$ cat config.mk
export PLATFORM = sky130hd
export DESIGN_NAME = audio_prd_dma
export DESIGN_NICKNAME = d
export VERILOG_FILES = /design/src/rtl/audio_prd_dma.sv
export SDC_FILE = /design/constraint.sdc
export NUM_CORES = 1
export LEC_CHECK = 0
export ABC_AREA = 1
export BUFFER_PORTS_ARGS = -buffer_cell sky130_fd_sc_hd__buf_2
export CAP_MARGIN = 20
export CORE_MARGIN = 2
export CORE_UTILIZATION = 49
export CTS_CLUSTER_DIAMETER = 50
export DETAILED_ROUTE_END_ITERATION = 7
export PLACE_DENSITY_LB_ADDON = 0.1
export SLEW_MARGIN = 40
export SYNTH_ARGS = -nofsm -noshare
export SYNTH_HDL_FRONTEND = slang
export SYNTH_SLANG_ARGS = --single-unit
$ cat constraint.sdc
create_clock -name clk -period 1.75 [get_ports clk]
set_input_delay 0.2625 -clock clk [delete_from_list [all_inputs] [get_ports clk]]
set_output_delay 0.2625 -clock clk [all_outputs]
set_load 0.02 [all_outputs]
$ cat src/rtl/audio_prd_dma.sv
module audio_prd_dma #(
  parameter int CNT_W = 17
) (
  input  logic        clk,
  input  logic        rst_n,
  input  logic        reg_wr,
  input  logic        reg_rd,
  input  logic [1:0]  reg_addr,
  input  logic [31:0] reg_wdata,
  output logic [31:0] reg_rdata,
  output logic        irq,
  output logic        mem_rd_req,
  output logic [31:0] mem_rd_addr,
  input  logic        mem_rd_ack,
  input  logic [31:0] mem_rd_data,
  output logic        mem_wr_req,
  output logic [31:0] mem_wr_addr,
  output logic [31:0] mem_wr_data,
  input  logic        mem_wr_ack,
  output logic        fifo_wr_en,
  output logic [31:0] fifo_wr_data,
  input  logic        fifo_full,
  output logic        fifo_rd_en,
  input  logic [31:0] fifo_rd_data,
  input  logic        fifo_empty
);
  localparam logic [1:0] A_CMD = 2'd0, A_STS = 2'd1, A_BASE = 2'd2, A_PTR = 2'd3;
  localparam int F_EOT = 31, F_EOP = 30, F_JMP = 29;

  typedef enum logic [1:0] {S_IDLE, S_DESC_LO, S_DESC_HI, S_MOVE} st_t;

  st_t              st;
  logic [7:0]       cmd;
  logic [1:0]       sts;
  logic [31:0]      tbl_base, desc_ptr, cur_addr, buf_base;
  logic [CNT_W-1:0] remain;
  logic             eop_f, eot_f;

  function automatic logic [31:0] order(input logic [31:0] d, input logic sw);
    return sw ? {d[7:0], d[15:8], d[23:16], d[31:24]} : d;
  endfunction

  wire              run      = (cmd[1:0] == 2'b01);
  wire              to_mem   = cmd[3];
  wire              fetching = run && (st == S_DESC_LO || st == S_DESC_HI);
  wire              moving   = run && (st == S_MOVE);
  wire              rd_take  = mem_rd_req && mem_rd_ack;
  wire [CNT_W-1:0]  cnt      = mem_rd_data[CNT_W-1:0];
  wire              last     = (remain <= CNT_W'(4));
  wire              beat     = fifo_wr_en || fifo_rd_en;

  assign mem_rd_req   = fetching || (moving && !to_mem && !fifo_full);
  assign mem_rd_addr  = (st == S_MOVE)    ? cur_addr :
                        (st == S_DESC_HI) ? desc_ptr + 32'd4 : desc_ptr;
  assign fifo_wr_en   = moving && !to_mem && rd_take;
  assign fifo_wr_data = order(mem_rd_data, cmd[2]);

  assign mem_wr_req   = moving && to_mem && !fifo_empty;
  assign mem_wr_addr  = cur_addr;
  assign mem_wr_data  = order(fifo_rd_data, cmd[2]);
  assign fifo_rd_en   = mem_wr_req && mem_wr_ack;

  assign irq = |sts;

  always_comb begin
    case (reg_addr)
      A_CMD:   reg_rdata = {24'd0, cmd};
      A_STS:   reg_rdata = {30'd0, sts};
      A_BASE:  reg_rdata = tbl_base;
      default: reg_rdata = cur_addr;
    endcase
  end

  always_ff @(posedge clk or negedge rst_n) begin
    if (!rst_n) begin
      st       <= S_IDLE;
      cmd      <= '0;
      sts      <= '0;
      tbl_base <= '0;
      desc_ptr <= '0;
      cur_addr <= '0;
      buf_base <= '0;
      remain   <= '0;
      eop_f    <= 1'b0;
      eot_f    <= 1'b0;
    end else begin
      if (reg_rd && reg_addr == A_STS) sts <= '0;
      case (st)
        S_IDLE: if (run) begin
          desc_ptr <= tbl_base;
          st       <= S_DESC_LO;
        end
        S_DESC_LO: if (fetching && rd_take) begin
          buf_base <= mem_rd_data;
          st       <= S_DESC_HI;
        end
        S_DESC_HI: if (fetching && rd_take) begin
          if (mem_rd_data[F_JMP]) begin
            desc_ptr <= buf_base;
            st       <= S_DESC_LO;
          end else if (cnt == '0) begin
            sts[1]   <= 1'b1;
            cmd[1:0] <= 2'b00;
            st       <= S_IDLE;
          end else begin
            cur_addr <= buf_base;
            remain   <= cnt;
            eop_f    <= mem_rd_data[F_EOP];
            eot_f    <= mem_rd_data[F_EOT];
            desc_ptr <= desc_ptr + 32'd8;
            st       <= S_MOVE;
          end
        end
        S_MOVE: if (beat) begin
          cur_addr <= cur_addr + 32'd4;
          remain   <= remain - CNT_W'(4);
          if (last) begin
            if (eop_f) sts[0] <= 1'b1;
            if (eot_f) begin
              cmd[1:0] <= 2'b00;
              st       <= S_IDLE;
            end else begin
              st <= S_DESC_LO;
            end
          end
        end
        default: st <= S_IDLE;
      endcase
      if (reg_wr) begin
        case (reg_addr)
          A_CMD: begin
            cmd <= reg_wdata[7:0];
            if (!reg_wdata[0]) st <= S_IDLE;
          end
          A_BASE:  tbl_base <= reg_wdata;
          default: ;
        endcase
      end
    end
  end
endmodule

==> results of run 1 <==
[what timing repair did]
action,4_1_cts
endpoints found under the hold margin,26
gates cloned,42
gates resized for setup,647
setup buffers,70
hold buffers,1
setup endpoints to repair,216
pin swaps,99
[per-stage QoR]
| step | hold WS (ns) | instance area, µm² |
|---|---|---|
| floorplan | -0.03309 | 11050 |
| global placement | 0.1674 | 14410 |
| detailed placement | 0.1687 | 14410 |
| CTS | 0.04623 | 18660 |
[logic make-up after synthesis]
family,after synthesis,share of synthesized area
simple gates,701,0.2727
xor+xnor,53,0.04299
mux,5,0.005214
fa+ha+maj,9,0.01043
buf+inv,281,0.1036
compound gates,386,0.1966
flops,159,0.3685
[routing by layer]
metal,global-route usage,overflow
met5,0.2381,0
met4,0.8038,17
met3,0.6371,0
met2,0.9444,24
met1,0.7821,0
==> summary.md, run 1 <==
| Metric | Value |
|---|---|
| Detailed Place HPWL | 34300 µm |
| Number of placed instances with taps included | 2313 |
| Largest net degree at the start of global routing | 55 |
| Most repeated cell in the gate-level netlist after synthesis | nand2_1 |
| Worst setup endpoint GRT | mem_rd_addr[28] |
| Number of CTS-inserted buffers | 17 |
| Worst slack after detailed placement | -0.3450 ns |
| Post-synth ARST share | 1.000 |
| Netlist area before placement | 10800 µm² |
| Number of buffers inserted by port buffering | 270 |
| Error message | [ERROR GRT-0232] Routing congestion too high. Check the congestion heatmap in the GUI. |
| Total track usage | 0.7841 |
| Dominant cell type by area after synthesis | dfrtp_1 |
| Prevailing post-synth register cell | dfrtp_1 |
| Vertical die dimension | approximately 150 µm |
| Status | stopped before the end |
| Share of synthesized area occupied by flip-flops and latches | 0.3685 |
| Number of rows created at floorplan | 54 |
| Number of warnings issued by yosys | 0 |
| Number of buffers between clock root and the deepest sink | 2 |
| Stage where the flow stopped | global routing (5_1_grt) |
| Commonest cells in the synthesized netlist | 384 x nand2_1, 202 x inv_1, 179 x o21ai_0 |
| Number of synthesized flops with an enable pin | 0 |
| Number of nets produced by synthesis | ~1700 |
| Cells taking the most area after synthesis | dfrtp_1 37%, nand2_1 13%, o21ai_0 8.3%, inv_1 7.0%, nor2_1 5.7% |
| Horizontal die dimension | between 150 and 200 µm |
| Synthesized area per cell | 6.774 µm² |
| Maximum level of the CTS H-tree | 4 |
| Congestion Overflow GR | 41 |
| Sink Count | 159 |
| Worst-path end type | top-level output |
| Synth Instances | 1594 |
| Number of distinct library cells after synthesis | 46 |
| Initial cell density of the core | 0.4963 |
| Yosys top cell area share | 0.3685 |
| Flops & latches, synth | roughly 160 |
| Placer Congestion | 1.001 |
| Number of placed I/O pins | roughly 270 |
| Cell chosen for the clock root | clkbuf_16 |
==> run 2, diff against run 1 <==
--- a/config.mk
+++ b/config.mk
@@ -9,10 +9,9 @@
 export BUFFER_PORTS_ARGS = -buffer_cell sky130_fd_sc_hd__buf_2
 export CAP_MARGIN = 20
 export CORE_MARGIN = 2
-export CORE_UTILIZATION = 49
-export CTS_CLUSTER_DIAMETER = 50
+export CORE_UTILIZATION = 40
 export DETAILED_ROUTE_END_ITERATION = 7
-export PLACE_DENSITY_LB_ADDON = 0.1
+export PLACE_DENSITY_LB_ADDON = 0.15
 export SLEW_MARGIN = 40
 export SYNTH_ARGS = -nofsm -noshare
 export SYNTH_HDL_FRONTEND = slang
==> constraint.sdc (replaced) <==
create_clock -name clk -period 2.3 [get_ports clk]
set_input_delay 0.345 -clock clk [delete_from_list [all_inputs] [get_ports clk]]
set_output_delay 0.345 -clock clk [all_outputs]
set_load 0.02 [all_outputs]
==> summary.md, run 2 <==
| Metric | Value |
|---|---|
| Number of synthesized flops with an enable pin | 0 (unchanged) |
| Rel. slew slack | 0.6328 |
| Failing checks | negative setup slack |
| Via Count | 12416 |
| Number of CTS-inserted buffers | 17 (unchanged) |
| Maximum vdd ir drop | 0.6474 mV |
| Final Hold Viols | 0 |
| Cell chosen for the clock root | clkbuf_16 |
| Dominant cell type by area after synthesis | dfrtp_1 |
| Most repeated cell in the gate-level netlist after synthesis | nand2_1 |
| Cell internal pwr | 8.894 mW |
| Commonest cells in the synthesized netlist | 384 x nand2_1, 202 x inv_1, 179 x o21ai_0 |
| Portion of the clock cycle consumed by the worst path in the final layout | 1.110 |
| Layout cells sized above 1 | 0.2831 |
| Congestion Overflow GR | 0 |
| Area of the die | around 28000 µm² |
| Worst slack after detailed placement | 0.001162 ns (+0.3461 ns) |
| Layout area overhead | 35.68% |
| Yosys top cell area share | 0.3685 (unchanged) |
| Fraction of the mapped netlist area in simple logic gates | 0.2727 (unchanged) |
| Max-Cap Viols | 0 |
| Sink Count | 159 (unchanged) |
| Netlist area before placement | 10800 µm² (unchanged) |
| Flops & latches, synth | 159 (unchanged) |
| Setup repair after global routing missed its margin | yes |
| Share of synthesized area occupied by flip-flops and latches | 0.3685 (unchanged) |
| Clk_lat worst skew | 0.44 ns |
| Worst-case setup margin in the final layout | -0.2526 ns |
| Kind of critical path | reg -> out |
| Horizontal die dimension | 168.3 µm (+10%) |
| Wire length after detailed routing | 45350 µm |
| Worst slew pin tran | about 0.55 ns |
| Time the worst path needs with I/O delays and setup | 2.553 ns |
| Synth Instances | 1594 (unchanged) |
| Routed wire length per instance | 19.89 µm |
| Most frequent cells in the layout | 361 x nand2_1, 240 x buf_2, 193 x inv_1 |
| Largest family of logic cells by synthesized area | simple AND/OR/NAND/NOR gates |
| Synthesized-area fraction occupied by ao, oa, aoi and oai cells | 0.1966 (unchanged) |
| Count of inserted antenna diode cells | 0 |
| Final Cell Area | 14650 µm² |
| Net count of the finished layout | 2041 |
| Prevailing post-synth register cell | dfrtp_1 |
| Post-route antenna net violation count | 0 |
| Initial cell density of the core | 0.4040 (-0.09229) |
| Number of buffers inserted by port buffering | 270 (unchanged) |
| Critical-path top delay cell | dfrtp_1 |
| Vias per cell | 5.446 |
| Leakage power total | 7.185 nW |
| Clk slew on worst S/H paths | 0.07 ns |
| Hold Path Class | in -> reg |
| Chain of cells forming the critical path | buf_4 > nand2_4 > inv_4 > nand3_4 > nor2_4 > nand2_2 > nor2_4 > nand3_2 > xor2_1 > o21ai_1 > buf_4 |
| Number of warnings issued by yosys | 0 (unchanged) |
| Sw Share | 0.4929 |
| Number of rows created at floorplan | 60 (+11%) |
| Vertical die dimension | 168.3 µm (+10%) |
| Number of fillers in the final layout | 2640 |
| Synthesized area per cell | 6.774 µm² (unchanged) |
| Critical path data arrival time | approximately 2.2 ns |
| Status | finished, violations left |
| Number of placed I/O pins | 271 (unchanged) |
| Number of antenna violations at the first check in global routing | 2 |
| CP Max Fanout | 3 |
| TritonCTS clock tree | yes |
| Most frequent standard cell in the layout excluding fill and tap cells | nand2_1 |
| Worst setup SP type | flop |
| Delay of the slowest cell on the worst path | 0.40 ns |
| Adder-cell area share of the yosys netlist | 0.01043 (unchanged) |
| First-pass GRT wire length | 68530 µm |
| Data required time of the worst path | 1.96 ns |
| Final setup violation count | 27 |
| Post-route total power | 17.54 mW |
| Final number of max-transition violations | 0 |
| Power density over the cells | approximately 1200 nW/µm² |
| Floorplan Core Area | 26730 µm² |
| DRC violation count after routing | 0 |
| Critical Path End Type | output port |
| Post-synth ARST share | 1.000 (unchanged) |
| Worst Clk Skew | 0.01401 ns |
| Number of nets produced by synthesis | 1709 (unchanged) |
| Fraction of power consumed by combinational cells | 0.549 |
| Multiplexer area fraction after synthesis | 0.005214 (unchanged) |
| Clock group share of total power | 0.158 |
| Placer Congestion | 0.9467 (-5.4%) |
| Reg-to-reg slack, setup | between 0.1 and 0.15 ns |
| Detailed Place HPWL | 33940 µm (-1.1%) |
| Number of iterations in the first detailed-routing pass | 5 |
| DRC violation total after the first TritonRoute iteration | 1090 |
| Flop pwr share | 0.293 |
| Post-synthesis xor/xnor area fraction | 0.04299 (unchanged) |
| Switching Power | 8.643 mW |
| Number of buffers between clock root and the deepest sink | 2 (unchanged) |
| Largest net degree at the start of global routing | 79 |
| Via count of the first global-routing pass | 11724 |
| Instance area at placement | 12930 µm² (-10%) |
| Total track usage | 0.3175 |
| Maximum level of the CTS H-tree | 4 (unchanged) |
| Cells taking the most area after synthesis | dfrtp_1 37%, nand2_1 13%, o21ai_0 8.3%, inv_1 7.0%, nor2_1 5.7% |
| Fmax | 391.8 MHz |
| Number of distinct library cells after synthesis | 46 (unchanged) |
[run 2: cell counts after synthesis]
No cell type changed its count.
[run 2: worst max-delay path, delay by kind of cell (launching register included)]
kind,cells,cell delay (ns)
simple gates,6,0.66
xor+xnor,1,0.17
buf+inv,3,0.39
compound gates,1,0.15
flops,1,0.40
[run 2: worst paths after layout]
kind                         startpoint               to  depth (start not counted)
min in group asynchronous         rst_n  mem_wr_addr[22]                          2
max in group asynchronous         rst_n     desc_ptr[19]                          3
setup / recovery            desc_ptr[4]  mem_rd_addr[28]                         11
setup reg to reg                  st[1]           cmd[0]                         14
hold / removal             reg_wdata[9]      tbl_base[9]                          2
hold reg to reg            buf_base[27]     buf_base[27]                          2
[run 2: per-stage QoR]
stage,hold WS (ns),util,TNS (ns),instances
after floorplan,0.04941,-,0,1594
after global placement,0.3528,0.4840,0,2200
after detailed placement,0.3496,0.4840,0,2200
after CTS,0.1446,0.5313,-3.247,2265
after global routing,0.1452,0.5482,-5.731,2280
final,0.1514,0.5482,-3.082,2280
[run 2: cell type report]
| type | instances | area (µm²) | area share |
|---|---|---|---|
| multi-input combinational | 1154 | 6225 | 0.4249 |
| clock inverter | 10 | 78.83 | 0.005380 |
| sequential | 159 | 3993 | 0.2725 |
| tap | 341 | 426.7 | 0.02912 |
| timing repair buffer | 387 | 2643 | 0.1804 |
| inverter | 207 | 810.8 | 0.05534 |
| clock buffer | 22 | 474.2 | 0.03237 |
[run 2: kinds of logic (layout without fill, tap and decap cells)]
logic type      count (synthesis)  count (layout)
simple gates                  701             701
compound gates                386             386
buf+inv                       281             626
flops                         159             159
xor+xnor                       53              53
fa+ha+maj                       9               9
mux                             5               5
[run 2: routing by layer]
| metal | vias up | wire, µm | global-route usage |
|---|---|---|---|
| met4 | 0 | 1776 | 0.1297 |
| met5 | - | 0 | 0 |
| met1 | 5836 | 18900 | 0.4185 |
| met2 | 588 | 21410 | 0.5203 |
| li1 | 5900 | - | - |
| met3 | 92 | 3260 | 0.05219 |
[run 2: power groups by stage]
| stage | Combinational, mW | Sequential, mW | Clock (mW) |
|---|---|---|---|
| 3_5_place_dp | 8.44 | 5.11 | 0 |
| 5_1_grt | 10.4 | 5.27 | 2.92 |
| 4_1_cts | 9.16 | 5.09 | 2.80 |
| 2_1_floorplan | 5.05 | 5.02 | 0 |
| 6_report | 9.63 | 5.13 | 2.77 |
| 3_3_place_gp | 8.37 | 5.10 | 0 |
[run 2: repair_timing]
item / CTS / global route
endpoints found under the setup margin: 30 / 71
setup buffers: 30 / 16
pin swaps: 21 / 21
gates cloned: 2 / 0
endpoints found under the hold margin: 45 / 0
hold buffers: 1 / 0
resized for setup: 128 / 85
Note: power is estimated with default switching activity, not from simulation.
